## src/rtl/tcw_pkg.sv

```systemverilog
package tcw_pkg;
   typedef enum logic [2:0] {
      ST_IDLE  = 3'd0,
      ST_ARM   = 3'd1,
      ST_WINA  = 3'd2,
      ST_WAITB = 3'd3,
      ST_WINB  = 3'd4,
      ST_HOLD  = 3'd5,
      ST_RST   = 3'd6
   } tcw_state_e;
endpackage

```

## src/rtl/tcw_mclk_edge.sv

```systemverilog
module tcw_mclk_edge #(
   parameter int SYNC_STAGES = 0
) (
   input  logic clk,
   input  logic rst_n,
   input  logic mclk_lvl,
   output logic rise,
   output logic fall
);
   logic lvl;
   logic lvl_q;

   initial begin
      if (SYNC_STAGES < 0 || SYNC_STAGES > 4)
         $fatal(1, "tcw_mclk_edge: SYNC_STAGES out of range");
   end

   generate
      if (SYNC_STAGES == 0) begin : g_direct
         assign lvl = mclk_lvl;
      end else begin : g_sync
         logic [SYNC_STAGES-1:0] sr;
         always_ff @(posedge clk or negedge rst_n) begin
            if (!rst_n) begin
               sr <= '0;
            end else begin
               sr[0] <= mclk_lvl;
               for (int i = 1; i < SYNC_STAGES; i++) sr[i] <= sr[i-1];
            end
         end
         assign lvl = sr[SYNC_STAGES-1];
      end
   endgenerate

   always_ff @(posedge clk or negedge rst_n) begin
      if (!rst_n) lvl_q <= 1'b0;
      else        lvl_q <= lvl;
   end

   assign rise = lvl & ~lvl_q;
   assign fall = ~lvl & lvl_q;
endmodule

```

## src/rtl/tcw_trig_sel.sv

```systemverilog
module tcw_trig_sel (
   input  logic volt_or,
   input  logic curr_disc,
   input  logic ext_trig,
   input  logic src_sel,
   input  logic ext_sel,
   output logic trig
);
   logic int_trig;
   always_comb begin
      int_trig = src_sel ? curr_disc : volt_or;
      trig     = ext_sel ? ext_trig : int_trig;
   end
endmodule

```

## src/rtl/tcw_win_cnt.sv

```systemverilog
module tcw_win_cnt #(
   parameter int W = 3
) (
   input  logic         clk,
   input  logic         rst_n,
   input  logic         clr,
   input  logic         run,
   input  logic         step,
   input  logic [W-1:0] limit,
   output logic         done
);
   localparam int WX = W + 1;
   logic [W-1:0]  cnt;
   logic [WX-1:0] nxt;

   initial begin
      if (W < 1 || W > 16) $fatal(1, "tcw_win_cnt: W out of range");
   end

   assign nxt  = {1'b0, cnt} + WX'(1);
   assign done = run & step & (nxt == {1'b0, limit});

   always_ff @(posedge clk or negedge rst_n) begin
      if (!rst_n)           cnt <= '0;
      else if (clr)         cnt <= '0;
      else if (run && step) cnt <= nxt[W-1:0];
   end

   // a running window never counts past its setting
   p_cnt_bound_r3: assert property (@(posedge clk) disable iff (!rst_n)
      (run && limit != '0) |-> (cnt < limit));
endmodule

```

## src/rtl/tcw_fsm.sv

```systemverilog
module tcw_fsm
   import tcw_pkg::*;
#(
   parameter int GATE_W    = 3,
   parameter int DELAY_W   = 4,
   parameter int RST_MCYC  = 1
) (
   input  logic               clk,
   input  logic               rst_n,
   input  logic               trig,
   input  logic               rise,
   input  logic               fall,
   input  logic               coinc,
   input  logic               rd_done,
   input  logic [GATE_W-1:0]  gate_cfg,
   input  logic [DELAY_W-1:0] delay_cfg,
   input  logic               a_done,
   input  logic               b_done,
   output logic               a_clr,
   output logic               a_run,
   output logic               b_clr,
   output logic               b_run,
   output logic               srq_n,
   output logic               freeze,
   output logic               hold,
   output logic               rd_start,
   output logic               lrst
);
   localparam int RST_CLKS = 2 * RST_MCYC;
   localparam int RCW      = $clog2(RST_CLKS + 1);

   tcw_state_e     st, st_n;
   logic           seen, seen_n;
   logic [RCW-1:0] rcnt;
   logic           hold_q;

   initial begin
      if (RST_MCYC < 1) $fatal(1, "tcw_fsm: RST_MCYC must be positive");
   end

   assign a_clr = (st == ST_ARM) & fall;
   assign a_run = (st == ST_WINA);
   assign b_clr = (st == ST_WAITB) & rise;
   assign b_run = (st == ST_WINB);

   always_comb begin
      st_n   = st;
      seen_n = seen;
      unique case (st)
         ST_IDLE:  if (trig) st_n = ST_ARM;
         ST_ARM:   if (fall) st_n = (gate_cfg == '0) ? ST_WAITB : ST_WINA;
         ST_WINA:  if (a_done) st_n = ST_WAITB;
         ST_WAITB: if (rise) begin
                      seen_n = coinc;
                      if (delay_cfg == '0) st_n = coinc ? ST_HOLD : ST_RST;
                      else                 st_n = ST_WINB;
                   end
         ST_WINB:  begin
                      if (coinc) seen_n = 1'b1;
                      if (b_done) st_n = (seen || coinc) ? ST_HOLD : ST_RST;
                   end
         ST_HOLD:  if (rd_done) st_n = ST_IDLE;
         ST_RST:   if (rcnt == RCW'(RST_CLKS - 1)) st_n = ST_IDLE;
         default:  st_n = ST_IDLE;
      endcase
   end

   always_ff @(posedge clk or negedge rst_n) begin
      if (!rst_n) begin
         st     <= ST_IDLE;
         seen   <= 1'b0;
         rcnt   <= '0;
         hold_q <= 1'b0;
      end else begin
         st     <= st_n;
         seen   <= seen_n;
         rcnt   <= (st == ST_RST) ? rcnt + RCW'(1) : '0;
         hold_q <= (st == ST_HOLD);
      end
   end

   assign srq_n    = (st == ST_IDLE);
   assign freeze   = !(st == ST_IDLE || st == ST_ARM || st == ST_WINA);
   assign hold     = (st == ST_HOLD);
   assign rd_start = (st == ST_HOLD) & ~hold_q;
   assign lrst     = (st == ST_RST);

   p_excl_r11: assert property (@(posedge clk) disable iff (!rst_n)
      !(hold && lrst));
   p_start_in_hold_r11: assert property (@(posedge clk) disable iff (!rst_n)
      rd_start |-> hold);
   p_start_single_r6: assert property (@(posedge clk) disable iff (!rst_n)
      rd_start |=> !rd_start);
   p_hold_keeps_r7: assert property (@(posedge clk) disable iff (!rst_n)
      (hold && !rd_done) |=> hold);
   p_hold_release_r7: assert property (@(posedge clk) disable iff (!rst_n)
      (hold && rd_done) |=> (srq_n && !hold));
   p_freeze_busy_r4: assert property (@(posedge clk) disable iff (!rst_n)
      freeze |-> !srq_n);
   p_rst_min_r8: assert property (@(posedge clk) disable iff (!rst_n)
      $rose(lrst) |=> lrst);
   p_rst_then_idle_r8: assert property (@(posedge clk) disable iff (!rst_n)
      $fell(lrst) |-> srq_n);
endmodule

```

## src/rtl/trig_coinc_ctrl.sv

```systemverilog
module trig_coinc_ctrl #(
   parameter int GATE_W      = 3,
   parameter int DELAY_W     = 4,
   parameter int RST_MCYC    = 1,
   parameter int SYNC_STAGES = 0
) (
   input  logic               clk,
   input  logic               rst_n,
   input  logic               mclk_lvl,
   input  logic               volt_or,
   input  logic               curr_disc,
   input  logic               ext_trig,
   input  logic               src_sel,
   input  logic               ext_sel,
   input  logic               coinc,
   input  logic [GATE_W-1:0]  gate_cfg,
   input  logic [DELAY_W-1:0] delay_cfg,
   input  logic               rd_done,
   output logic               srq_n,
   output logic               freeze,
   output logic               hold,
   output logic               rd_start,
   output logic               lrst
);
   logic rise, fall, trig;
   logic a_clr, a_run, a_done;
   logic b_clr, b_run, b_done;
   logic any_edge;

   assign any_edge = rise | fall;

   tcw_mclk_edge #(.SYNC_STAGES(SYNC_STAGES)) u_edge (
      .clk(clk), .rst_n(rst_n), .mclk_lvl(mclk_lvl), .rise(rise), .fall(fall));

   tcw_trig_sel u_sel (
      .volt_or(volt_or), .curr_disc(curr_disc), .ext_trig(ext_trig),
      .src_sel(src_sel), .ext_sel(ext_sel), .trig(trig));

   tcw_win_cnt #(.W(GATE_W)) u_cnt_a (
      .clk(clk), .rst_n(rst_n), .clr(a_clr), .run(a_run), .step(any_edge),
      .limit(gate_cfg), .done(a_done));

   tcw_win_cnt #(.W(DELAY_W)) u_cnt_b (
      .clk(clk), .rst_n(rst_n), .clr(b_clr), .run(b_run), .step(rise),
      .limit(delay_cfg), .done(b_done));

   tcw_fsm #(.GATE_W(GATE_W), .DELAY_W(DELAY_W), .RST_MCYC(RST_MCYC)) u_fsm (
      .clk(clk), .rst_n(rst_n), .trig(trig), .rise(rise), .fall(fall),
      .coinc(coinc), .rd_done(rd_done), .gate_cfg(gate_cfg),
      .delay_cfg(delay_cfg), .a_done(a_done), .b_done(b_done),
      .a_clr(a_clr), .a_run(a_run), .b_clr(b_clr), .b_run(b_run),
      .srq_n(srq_n), .freeze(freeze), .hold(hold), .rd_start(rd_start),
      .lrst(lrst));
endmodule

```

## config.mk

```make
export PLATFORM = sky130hd
export DESIGN_NAME = trig_coinc_ctrl
export DESIGN_NICKNAME = d
export VERILOG_FILES = /design/src/rtl/tcw_pkg.sv /design/src/rtl/tcw_mclk_edge.sv /design/src/rtl/tcw_trig_sel.sv /design/src/rtl/tcw_win_cnt.sv /design/src/rtl/tcw_fsm.sv /design/src/rtl/trig_coinc_ctrl.sv
export SDC_FILE = /design/constraint.sdc
export NUM_CORES = 1
export LEC_CHECK = 0
export BUFFER_PORTS_ARGS = -buffer_cell sky130_fd_sc_hd__clkbuf_2
export CAP_MARGIN = 20
export CORE_UTILIZATION = 53
export DETAILED_ROUTE_END_ITERATION = 10
export GPL_TIMING_DRIVEN = 0
export MAX_ROUTING_LAYER = met4
export PLACE_DENSITY = 0.78
export SLEW_MARGIN = 20
export SYNTH_ARGS = -nofsm -noshare
export SYNTH_HDL_FRONTEND = slang
export SYNTH_SLANG_ARGS = --single-unit
export TNS_END_PERCENT = 30
```

## constraint.sdc

```tcl
create_clock -name clk -period 2.1 [get_ports clk]
set_input_delay 0 -clock clk [delete_from_list [all_inputs] [get_ports clk]]
set_output_delay 0 -clock clk [all_outputs]
set_load 0.03 [all_outputs]
```

==> summary.md <==
| Metric | Value |
|---|---|
| Status | `complete, no violations` |
| DR pass1 iterations | `4` |
| Startpoint of the worst hold path | `coinc` |
| Global-route track usage on met3 | `2.35%` |
| Critical path startpoint category | `register` |
| Depth of the worst register-to-register path | `6` |
| Busiest metal layer after global routing | `met2` |
| Iteration-0 DRC count of the detailed router | `16` |
| Final-report setup violation count | `0` |
| Clock Skew | `0.00884 ns` |
| Number of enable flip-flop cells after synthesis | `0` |
| Slowest library cell on the worst path | `sky130_fd_sc_hd__dfrtp_1` |
| Parity-gate share of the synthesized area counting xor and xnor cells | `10.6%` |
| Ranking of synthesized cells by area | `sky130_fd_sc_hd__dfrtp_1, sky130_fd_sc_hd__ha_1, sky130_fd_sc_hd__nand2_1, sky130_fd_sc_hd__nor2_1, sky130_fd_sc_hd__xnor2_1` |
| Endpoint of the worst hold path | `u_fsm.seen$_DFFE_PN0P_` |
| Number of core rows | `15` |
| Total power | `1380 µW` |
| Cells after Synth | `117` |
| DRC Markers | `0` |
| Number of I/O pins | `22` |
| Startpoint-to-endpoint class of the critical path | `register to register` |
| GR Overflow Total | `0` |
| Dpl hpwl | `1690 µm` |
| Buffer type at the clock tree root | `sky130_fd_sc_hd__clkbuf_4` |
| H-Tree Depth | `1` |
| Warnings from Yosys | `0` |
| Setup TNS after final layout | `0 ns` |
| Path type of the worst min-delay path | `input port to register` |
| Share of synthesized registers carrying an async set or reset | `100%` |
| Dominant cell type by area after synthesis | `sky130_fd_sc_hd__dfrtp_1` |
| Mean number of vias per cell | `5.55` |
| Hold depth | `3` |
| Leakage | `0.000608 µW` |
| Register bit total from synthesis | `15` |
| Crit path DAT | `2.09 ns` |
| Share of post-route cells with drive strength above 1 | `23.6%` |
| Number of resized instances in the post-cts repair step | `0` |
| Max-cap violations | `0` |
| Family with the most delay on the worst path | `flip-flops` |
| Final ANT Viol Nets | `0` |
| Core Area | `1780 µm²` |
| Met2 Track Usage GR | `36.1%` |
| Main combinational cell family by area after synthesis | `simple AND/OR/NAND/NOR gates` |
| Final max-slew violation count | `0` |
| Global-route wire length before repair | `3550 µm` |
| Insertion delay of the later-clocked pin in the worst-skew pair | `0.30 ns` |
| Kind of end point of the critical path | `register` |
| Number of clock sinks seen by CTS | `15` |
| Sequential-to-total area share from yosys stat | `36.1%` |
| Clock edge transition at the registers on the reported setup and hold paths | `0.10 ns` |
| Inserted Clock Buffers | `3` |
| Slew of the pin with the lowest slew margin | `0.405 ns` |
| Max incr delay on CP | `0.45 ns` |
| Detailed Route WL | `2200 µm` |
| Share of the synthesized area in the top cell type | `36.1%` |
| Area enclosed by the die boundary | `2140 µm²` |
| GP Congestion | `0.873` |
| Global-route track usage on met1 | `33.5%` |
| Post-route minimum period | `1.90 ns` |
| Most used flip-flop cell after synthesis | `sky130_fd_sc_hd__dfrtp_1` |
| Antenna violations before repair | `0` |
| TritonCTS clock tree | `done` |
| Simple-gate area share of the yosys netlist | `20.8%` |
| Worst vdd ir | `0.000812 V` |
| Final hold violation count | `0` |
| Layout net count | `167` |
| Number of buffers and inverters on the critical path | `0` |
| Die height | `46.3 µm` |
| Syn avg cell area | `8.88 µm²` |
| Slew HR | `72.8%` |
| Post-Synthesis Net Count | `139` |
| Setup repair after global routing missed its margin | `false` |
| Complex-gate fraction of the synthesized area | `14.7%` |
| Most frequently used cell type in the post-synthesis netlist | `sky130_fd_sc_hd__dfrtp_1` |
| Post-route fraction of the period consumed by the critical path | `90.4%` |
| Antenna diode instance count | `0` |
| Sequence of cells on the critical path | `ha_1 -> xnor2_1 -> and4_1 -> a31oi_1 -> nor3_2 -> mux2_4` |
| Worst flop-to-flop path startpoint | `u_cnt_b.cnt[0]$_DFFE_PN0P_` |
| Average detailed-routed wire length per instance | `13.0 µm` |
| Largest buffer count on any clock path | `2` |
| Port-buffer cells | `21` |
| Number of global-route vias before repair | `835` |
| Overall Global Routing Usage | `24.1%` |
| Worst r2r dst | `u_fsm.st[1]$_DFFE_PN0P_` |
| Total number of vias | `938` |
| Cell area after synthesis | `1040 µm²` |
| Number of different library cells in the post-synthesis netlist | `38` |
| Commonest cells in the synthesized netlist | `sky130_fd_sc_hd__dfrtp_1, sky130_fd_sc_hd__nand2_1, sky130_fd_sc_hd__nor2_1, sky130_fd_sc_hd__inv_1, sky130_fd_sc_hd__a21oi_1` |
| Floorplan die width | `46.3 µm` |
| Peak clock frequency supported by timing | `527 MHz` |
| Maximum number of pins on one net before global-route repair | `16` |
| Mux share of post-synthesis cell area | `6.39%` |
| Initial standard-cell utilization of the core | `58.2%` |
| Post-synthesis adder-cell area fraction | `6.02%` |
| Maximum fanout along the worst path | `6` |
| Layout overhead on the synthesized area | `17.7%` |
| Data required time of the worst path | `2.29 ns` |
| Power per Cell Area | `1130 nW/µm²` |
| Setup slack on the worst flop-to-flop path | `0.20 ns` |
how the worst max path moves through the flow:
stage	cells past startpoint	from	slack, ns	to
2_1_floorplan	6	u_cnt_b.cnt[0]$_DFFE_PN0P_	0.34	u_fsm.st[1]$_DFFE_PN0P_
3_3_place_gp	6	u_cnt_b.cnt[0]$_DFFE_PN0P_	0.24	u_fsm.st[1]$_DFFE_PN0P_
3_5_place_dp	6	u_cnt_b.cnt[0]$_DFFE_PN0P_	0.21	u_fsm.st[1]$_DFFE_PN0P_
4_1_cts	6	u_cnt_b.cnt[0]$_DFFE_PN0P_	0.20	u_fsm.st[1]$_DFFE_PN0P_
5_1_grt	6	u_cnt_b.cnt[0]$_DFFE_PN0P_	0.10	u_fsm.st[1]$_DFFE_PN0P_
6_report	6	u_cnt_b.cnt[0]$_DFFE_PN0P_	0.20	u_fsm.st[1]$_DFFE_PN0P_
area by class of cell:
class                      count  area [µm²]
clock inverter                 1        5.00
tap                           25        31.3
inverter                       9        33.8
buffer                         4        21.3
fill                         149         561
timing repair buffer          23         125
clock buffer                   3        22.5
multi-input combinational     89         608
sequential                    15         375
cells by family after synthesis:
logic type,Yosys count
multiplexers,6
adder cells (fa/ha/maj),5
AND/OR/NAND/NOR,43
AO/OA/AOI/OAI,24
flip-flops,15
XOR/XNOR,11
buffers and inverters,13
worst min-delay path, cell delays in order:
cell and delay [ns]:
sky130_fd_sc_hd__clkbuf_2 0.13, sky130_fd_sc_hd__inv_1 0.06, sky130_fd_sc_hd__o221ai_1 0.11
registers in the layout, summed over array words and instances (netlist names):
name,flops
u_fsm.rcnt,2
u_edge.lvl_q,1
u_cnt_b.cnt,4
u_fsm.st,3
u_fsm.hold_q,1
u_fsm.seen,1
u_cnt_a.cnt,3
stage by stage:
stage / instance area, µm² / cells / utilization (%) / hold WS [ns] / setup slack (ns)
finish: 1220 / 169 / 68.6 / 0.0621 / 0.201
detailed placement: 1170 / 163 / 65.9 / -0.0654 / 0.209
floorplan: 1040 / 117 / - / -0.296 / 0.338
global placement: 1170 / 163 / 65.9 / -0.0625 / 0.241
global route: 1220 / 169 / 68.6 / 0.0678 / 0.101
CTS: 1220 / 169 / 68.6 / 0.0456 / 0.198
what timing repair did:
action / in CTS / in global routing
hold endpoints to repair: 16 / 0
setup buffers: 0 / 0
hold buffers: 2 / 0
placed cells by master, fill, tap and decap left out, drive strengths merged:
cell,instances
xnor2,5
a21oi,7
a21boi,2
a211oi,1
o22ai,1
or4,2
o21ai,4
dlygate4sd3,2
mux2,2
nor4,1
a221oi,2
nand3,3
and3,2
mux2i,4
a31oi,4
ha,5
dfrtp,15
nand3b,1
nor2b,2
or3b,1
clkinv,1
buf,3
inv,9
nand2,13
clkbuf,25
and4,1
nor2,13
o32ai,1
o221ai,1
nor3,4
xor2,5
xnor3,1
a311oi,1
power breakdown:
part | switching (µW) | internal, µW | total (µW)
combinational | 449 | 320 | 770
sequential | 71.8 | 362 | 434
clock | 101 | 71.0 | 172
total | 622 | 754 | 1380
per-layer routing:
| metal | share of wire (%) | vias up | wire length [µm] |
|---|---|---|---|
| li1 | - | 466 | - |
| met1 | 47 | 439 | 1040 |
| met2 | 46 | 30 | 1020 |
| met3 | 4.8 | 3 | 105 |
| met4 | 1.4 | 0 | 30 |
| met5 | 0 | - | 0 |
(Power assumes the default switching activity.)
